[src/rtl/tmc_nand_chain.sv]
// Module: tmc_nand_chain
// String of two-input NAND stages over the pad inputs. Pads marked in INV_MASK are inverted first.
// Assumes: stage 0 is a constant 1. The chain has no registers.
module tmc_nand_chain #(
    parameter int                  N_PADS   = 16,
    parameter logic [N_PADS-1:0]   INV_MASK = '0
) (
    input  logic              clk,
    input  logic              rst_n,
    input  logic [N_PADS-1:0] chain_in,
    output logic              chain_out
);

    localparam logic IDLE_RESULT = ((N_PADS % 2) == 0);

    logic [N_PADS-1:0] norm;
    logic [N_PADS:0]   stage;

    assign stage[0] = 1'b1;

    generate
        for (genvar k = 0; k < N_PADS; k++) begin : g_stage
            // Normalise pad k, so that idle is always 1 at the NAND input.
            if (INV_MASK[k]) begin : g_inv
                assign norm[k] = ~chain_in[k];
            end else begin : g_pass
                assign norm[k] = chain_in[k];
            end
            // Stage k+1 combines the previous stage with pad k.
            assign stage[k+1] = ~(stage[k] & norm[k]);
        end
    endgenerate

    assign chain_out = stage[N_PADS];

    // with every pad idle, the output depends only on the chain length.
    assert_idle_level_R9: assert property (@(posedge clk) disable iff (!rst_n)
        (&norm) |-> (chain_out == IDLE_RESULT));

    // when pad 0 is active, every later stage flips, so the output is the complement of idle.
    assert_first_pad_R10: assert property (@(posedge clk) disable iff (!rst_n)
        ((norm == {{(N_PADS-1){1'b1}}, 1'b0})) |-> (chain_out == !IDLE_RESULT));

endmodule

[config.mk]
export PLATFORM = sky130hd
export DESIGN_NAME = tmc_nand_chain
export DESIGN_NICKNAME = d
export VERILOG_FILES = /design/src/rtl/tmc_nand_chain.sv
export SDC_FILE = /design/constraint.sdc
export NUM_CORES = 1
export LEC_CHECK = 0
export BUFFER_PORTS_ARGS = -buffer_cell sky130_fd_sc_hd__buf_2
export CAP_MARGIN = 20
export CELL_PAD_IN_SITES_DETAIL_PLACEMENT = 1
export CELL_PAD_IN_SITES_GLOBAL_PLACEMENT = 2
export CORE_AREA = 4 4 41 43
export DETAILED_ROUTE_END_ITERATION = 10
export DIE_AREA = 0 0 45 47
export PLACE_DENSITY_LB_ADDON = 0.3
export SLEW_MARGIN = 20
export SYNTH_ARGS = -nofsm -noshare
export SYNTH_HDL_FRONTEND = slang
export SYNTH_SLANG_ARGS = --single-unit
[constraint.sdc]
create_clock -name vclk -period 3.1
set_input_delay 0.775 -clock vclk [all_inputs]
set_output_delay 0.775 -clock vclk [all_outputs]
set_load 0.1 [all_outputs]
==> run_results.csv, run 1 <==
group,metric,value,unit
flow_run,max_cap_viol_count,0,
cells_and_area,fin_area,173.9,µm²
routing,drt-initial-drc-count,0,
pwr,power_leakage,0.09511,nW
routing,drc,0,
logic_synthesis,synth.most_common_cell,"inv_1",
routing,finalWirelength,460,µm
cells_and_area,fin_nets,49,
global_route,grt_overflow_total,0,
clock_tree,cts_resized,0,
sta,post-route-period-util,86.09,%
outcome,status,"finished, final reports clean",
routing,wl_per_cell,10.45,µm
sta,drv_slew,0,
floorplan,die-area,2115,µm²
floorplan,core,1301,µm²
sta,rsz0062_at_grt,"false",
worst_setup_path,crit_type,"input port to output port",
cells_and_area,clock_buffers,0,
logic_synthesis,synthTopCellsByCount,"inv_1, nand3_1, o21ai_0",
cells_and_area,seqCellArea,0,µm²
pwr,p_clk_share,0,%
placed_design,port_buffers,17,
cells_and_area,final_cells,44,
floorplan,die_w,45,µm
pwr,comb_power_share,100.0,%
sta,finalHoldViolations,0,
worst_setup_path,start_kind,"input port",
floorplan,num_rows,13,
worst_setup_path,path_max_fanout,1,
hold_path,hold_path_class,"input port to output port",
cells_and_area,synthToLayoutAreaGrowth,148.2,%
sta,fmax,374.7,MHz
logic_synthesis,syn_avg_cell_area,5.839,µm²
logic_synthesis,syn_area,70.07,µm²
worst_setup_path,arrival,1890,ps
sta,slew_headroom,67.55,%
cells_and_area,nFillCells,177,
routing,dr_total_vias,153,
logic_synthesis,netlist_instances,12,
pwr,swShare,57.94,%
routing,ant_nets,0,
sta,fin_setup_tns,0,ps
global_route,grt_pass1_wl,731,µm
clock_tree,hold_buffers,0,
pwr,seqPwrFrac,0,%
logic_synthesis,synth.distinct_cells,8,
routing,dr.pass1.iters,1,
pwr,p_switching,0.01475,mW
routing,drt-vias-per-instance,3.477,
logic_synthesis,synth_nets,30,
pwr,p_per_area,146.4,nW/µm²
sta,setup_viol,0,
pwr,peakVddDrop,40.21,µV
sta,worst_slew_pin_slew,490.1,ps
cells_and_area,antennaDiodeCount,0,
global_route,grt_pass1_vias,164,
logic_synthesis,synth_area_leaders,"a22oi_2, inv_1, a311o_1",
worst_setup_path,required,2320,ps
floorplan,die_height,47,µm
cells_and_area,nFlopsAndLatches,0,
cells_and_area,multiInputGateArea,58.81,µm²
global_route,grt_max_degree,3,
global_route,antenna_found_initial,0,
worst_setup_path,critPathCaptureType,"output port",
logic_synthesis,synth_top_cell_by_area,"a22oi_2",
placed_design,dpl_cell_area,173.9,µm²
floorplan,ios,19,
pwr,p_int,0.01071,mW
logic_synthesis,yosys_warnings,0,
cells_and_area,drive_gt1_share,62.07,%
logic_synthesis,synth.yosys.seq_area_share,0,%
logic_synthesis,synth_top_area_share,17.86,%
floorplan,start_util,5.385,%
sta,min_period,2669,ps
global_route,gr-usage-all-layers,4.563,%
placed_design,gp_congestion,0.6522,
placed_design,dp.cells,44,
clock_tree,post_cts_buffers,0,
## power by group through the flow
stage | registers (mW) | logic (mW) | clock network, mW
after detailed placement | 0 | 0.0261 | 0
after global placement | 0 | 0.0257 | 0
after floorplan | 0 | 0.0131 | 0
after global routing | 0 | 0.0278 | 0
final | 0 | 0.0255 | 0
after CTS | 0 | 0.0261 | 0
## placed cells by master (no fill, tap or decap)
| cell | instances |
|---|---|
| a22oi_2 | 1 |
| nand3_1 | 2 |
| inv_1 | 3 |
| a311o_1 | 1 |
| o21ai_1 | 1 |
| nor2b_1 | 1 |
| buf_2 | 17 |
| o21ai_0 | 2 |
| a21oi_1 | 1 |
## cell type report
type | count | area share [%]
repair buffers | 17 | 48.92
multi-input cells | 9 | 33.81
well taps | 15 | 10.79
inverters | 3 | 6.475
## path summary, 6_finish.rpt
path	slack, ps	startpoint	to	depth (start not counted)
max	430	chain_in[1]	chain_out	6
min	2010	chain_in[15]	chain_out	3
## critical path, cell delays in order
cell,delay (ps)
buf_2,100
inv_1,40
o21ai_1,70
a311o_1,360
a22oi_2,110
buf_2,450
## layer usage
metal  vias up  share of wire [%]  global-route usage, %
li1         78                  -                      -
met1        62                 39                  4.944
met2        13                 40                  8.192
met3         0                 21                  2.682
met4         0                  0                      0
met5         -                  0                      0
## metrics by stage
stage	power (mW)	util, %	hold slack (ps)	setup WS, ps
floorplan	0.01314	-	1871	235.2
global placement	0.02570	13.37	2014	413.2
detailed placement	0.02606	13.37	2016	408.3
CTS	0.02610	13.37	2016	406.7
global route	0.02785	13.37	2032	350.4
finish	0.02545	13.37	2010	431.3
## logic make-up after synthesis
logic type | share of synthesized area [%]
compound gates | 60.70
buf+inv | 16.07
simple gates | 23.22
No activity file was read; power rests on OpenSTA's default activity.
==> run 2: changes to the inputs <==
- CELL_PAD_IN_SITES_DETAIL_PLACEMENT: 1 -> unset
- CELL_PAD_IN_SITES_GLOBAL_PLACEMENT: 2 -> unset
==> run_results.csv, run 2 (synthesis gave the netlist of run 1 again) <==
group,metric,value,unit
pwr,peakVddDrop,26.11,µV
worst_setup_path,start_kind,"input port",
routing,dr.pass1.iters,4,
routing,ant_nets,0,
clock_tree,post_cts_buffers,0,
floorplan,num_rows,13,
cells_and_area,layout_commonest_cell,"buf_2",
sta,slew_headroom,67.73,%
hold_path,hold_path_class,"input port to output port",
worst_setup_path,required,2320,ps
sta,min_period,2684,ps
worst_setup_path,crit_top_cell,"buf_2",
floorplan,die-area,2115,µm²
worst_setup_path,crit_type,"input port to output port",
worst_setup_path,critPathMaxStageDelay,440,ps
routing,finalWirelength,326,µm
pwr,swShare,56.93,%
sta,drv_slew,0,
cells_and_area,fin_nets,49,
worst_setup_path,critPathLaunch,"chain_in[1]",
pwr,comb_power_share,100.0,%
routing,dr_total_vias,151,
sta,worst_slew_pin_slew,487.4,ps
pwr,p_per_area,142.6,nW/µm²
global_route,grt_overflow_total,0,
placed_design,port_buffers,17,
floorplan,core,1301,µm²
global_route,antenna_found_initial,0,
worst_setup_path,critPathCaptureType,"output port",
global_route,gr-usage-all-layers,2.911,%
cells_and_area,synthToLayoutAreaGrowth,148.2,%
sta,finalHoldViolations,0,
floorplan,ios,19,
global_route,grt_max_degree,3,
pwr,p_clk_share,0,%
outcome,status,"finished, final reports clean",
global_route,grt_pass1_wl,483,µm
worst_setup_path,path_cells,"buf_2 -> inv_1 -> o21ai_1 -> a311o_1 -> a22oi_2 -> buf_2",
worst_setup_path,arrival,1910,ps
pwr,p_int,0.01068,mW
pwr,power_leakage,0.09511,nW
worst_setup_path,cp_slowest_cell,"buf_2",
cells_and_area,antennaDiodeCount,0,
cells_and_area,clock_buffers,0,
cells_and_area,drive_gt1_share,62.07,%
routing,drt-initial-drc-count,3,
sta,rsz0062_at_grt,"false",
cells_and_area,nFlopsAndLatches,0,
flow_run,max_cap_viol_count,0,
cells_and_area,final_cell_mix,"buf_2, inv_1, o21ai_0, nand3_1",
pwr,seqPwrFrac,0,%
sta,setup_viol,0,
routing,drc,0,
clock_tree,cts_resized,0,
sta,post-route-period-util,86.57,%
sta,fin_setup_tns,0,ps
cells_and_area,utilization,13.37,%
pwr,p_switching,0.01411,mW
routing,wl_per_cell,7.409,µm
cells_and_area,nFillCells,158,
worst_setup_path,path_max_fanout,1,
clock_tree,hold_buffers,0,
floorplan,start_util,5.385,%
placed_design,gp_congestion,0.5775,
cells_and_area,seqCellArea,0,µm²
routing,drt-vias-per-instance,3.432,
sta,fmax,372.6,MHz
global_route,grt_pass1_vias,133,
floorplan,die_w,45,µm
floorplan,die_height,47,µm
pwr,total_power,0.02479,mW
worst_setup_path,cp-endpoint,"chain_out",
==> run 2: cell counts in the layout (fill, tap and decap cells not counted) <==
No cell type changed its count.
==> run 2: per-stage QoR <==
| step | worst slack, ps | hold WS (ps) | instance area (µm²) | instances |
|---|---|---|---|---|
| after floorplan | 235.2 | 1871 | 70.07 | 12 |
| after global placement | 425.5 | 1994 | 173.9 | 44 |
| after detailed placement | 403.6 | 1997 | 173.9 | 44 |
| after CTS | 403.6 | 1997 | 173.9 | 44 |
| after global routing | 359.3 | 2022 | 173.9 | 44 |
| final | 416.3 | 1993 | 173.9 | 44 |
==> run 2: final cells by class <==
cell class | instances | area (µm²) | share of cell area, %
multi-input combinational | 9 | 58.81 | 33.81
tap | 15 | 18.77 | 10.79
timing repair buffer | 17 | 85.08 | 48.92
inverter | 3 | 11.26 | 6.475
==> run 2: worst min-delay path by stage <==
| stage | from | end | slack, ps | cells past startpoint |
|---|---|---|---|---|
| 6_report | chain_in[15] | chain_out | 1990 | 3 |
| 4_1_cts | chain_in[15] | chain_out | 2000 | 3 |
| 3_3_place_gp | chain_in[15] | chain_out | 1990 | 3 |
| 3_5_place_dp | chain_in[15] | chain_out | 2000 | 3 |
| 5_1_grt | chain_in[15] | chain_out | 2020 | 3 |
| 2_1_floorplan | chain_in[15] | chain_out | 1870 | 1 |
==> run 2: per-layer routing <==
layer / routed length, µm / GRT usage [%] / part of all wire [%]
met1: 131 / 4.270 / 40
met3: 102 / 0.7663 / 31
met2: 92 / 4.520 / 28
met5: 0 / 0 / 0
met4: 0 / 0 / 0
==> run 2: worst max-delay path: cells and delay by family <==
family | cells | cell delay, ps
buffers and inverters | 3 | 580
AOI/OAI and AO/OA | 3 | 550
==> run 2: power groups by stage <==
stage               Combinational (mW)  Sequential (mW)  Clock [mW]
floorplan                       0.0131                0           0
global placement                0.0250                0           0
detailed placement              0.0251                0           0
CTS                             0.0252                0           0
global route                    0.0272                0           0
finish                          0.0248                0           0
==> run 3: changes to the inputs <==
- PLACE_DENSITY_LB_ADDON: 0.3 -> unset
==> run_results.csv, run 3 (synthesis gave the netlist of run 1 again) <==
group,metric,value,unit
outcome,status,"finished, final reports clean",
cells_and_area,antennaDiodeCount,0,
floorplan,start_util,5.385,%
routing,dr.pass1.iters,1,
sta,setup_viol,0,
global_route,grt_overflow_total,0,
worst_setup_path,critPathCaptureType,"output port",
worst_setup_path,crit_type,"input port to output port",
cells_and_area,seqCellArea,0,µm²
placed_design,port_buffers,17,
floorplan,num_rows,13,
routing,finalWirelength,344,µm
cells_and_area,nFlopsAndLatches,0,
floorplan,core,1301,µm²
routing,drt-vias-per-instance,3.477,
floorplan,die_w,45,µm
floorplan,ios,19,
pwr,power_leakage,0.09511,nW
sta,drv_slew,0,
worst_setup_path,start_kind,"input port",
clock_tree,hold_buffers,0,
global_route,grt_max_degree,3,
worst_setup_path,arrival,1920,ps
worst_setup_path,required,2320,ps
cells_and_area,clock_buffers,0,
routing,ant_nets,0,
global_route,antenna_found_initial,0,
pwr,peakVddDrop,28.95,µV
cells_and_area,drive_gt1_share,62.07,%
cells_and_area,final_cell_mix,"buf_2, inv_1, o21ai_0, nand3_1",
floorplan,die-area,2115,µm²
clock_tree,cts_resized,0,
pwr,p_per_area,143.7,nW/µm²
clock_tree,post_cts_buffers,0,
sta,fin_setup_tns,0,ps
floorplan,die_height,47,µm
sta,whs,1993,ps
flow_run,max_cap_viol_count,0,
sta,slew_headroom,67.84,%
sta,min_period,2693,ps
cells_and_area,layout_commonest_cell,"buf_2",
sta,fmax,371.3,MHz
hold_path,hold_path_class,"input port to output port",
sta,finalHoldViolations,0,
cells_and_area,synthToLayoutAreaGrowth,148.2,%
sta,worst_slew_pin_slew,485.8,ps
routing,dr_total_vias,153,
sta,post-route-period-util,86.88,%
cells_and_area,fin_nets,49,
routing,wl_per_cell,7.818,µm
sta,rsz0062_at_grt,"false",
placed_design,gp_congestion,0.6041,
global_route,grt_pass1_wl,503,µm
worst_setup_path,path_max_fanout,1,
routing,drt-initial-drc-count,0,
global_route,grt_pass1_vias,133,
global_route,gr-usage-all-layers,3.147,%
routing,drc,0,
==> run 3: cell counts in the layout (fill, tap and decap cells not counted) <==
Identical to the previous run, type by type.
==> run 3: through the flow <==
stage          worst slack, ps  area, µm²  utilization (%)  instances  power, mW
2_1_floorplan            235.2      70.07                -         12    0.01314
3_3_place_gp             418.2      173.9            13.37         44    0.02479
3_5_place_dp             391.4      173.9            13.37         44    0.02528
4_1_cts                  391.3      173.9            13.37         44    0.02536
5_1_grt                  347.6      173.9            13.37         44    0.02709
6_report                 406.8      173.9            13.37         44    0.02499
==> run 3: power by group <==
group	internal, mW	switching [mW]
sequential	0	0
combinational	0.0107	0.0143
clock	0	0
==> run 3: worst paths after layout <==
path / startpoint / to / slack (ps) / depth (start not counted)
min: chain_in[15] / chain_out / 1990 / 3
max: chain_in[1] / chain_out / 410 / 6
==> run 3: critical path: stages <==
cell,delay (ps)
buf_2,90
inv_1,50
o21ai_1,60
a311o_1,380
a22oi_2,120
buf_2,440
==> run 3: layer usage <==
metal	track usage (%)	part of all wire, %	vias up
met2	4.802	24	17
met4	0	0	0
met1	5.169	49	57
met5	0	0	-
li1	-	-	79
met3	0	26	0
==> run 3: area by class of cell <==
cell class / count / area (µm²)
inverters: 3 / 11.26
repair buffers: 17 / 85.08
multi-input cells: 9 / 58.81
well taps: 15 / 18.77
fillers: 156 / 1127
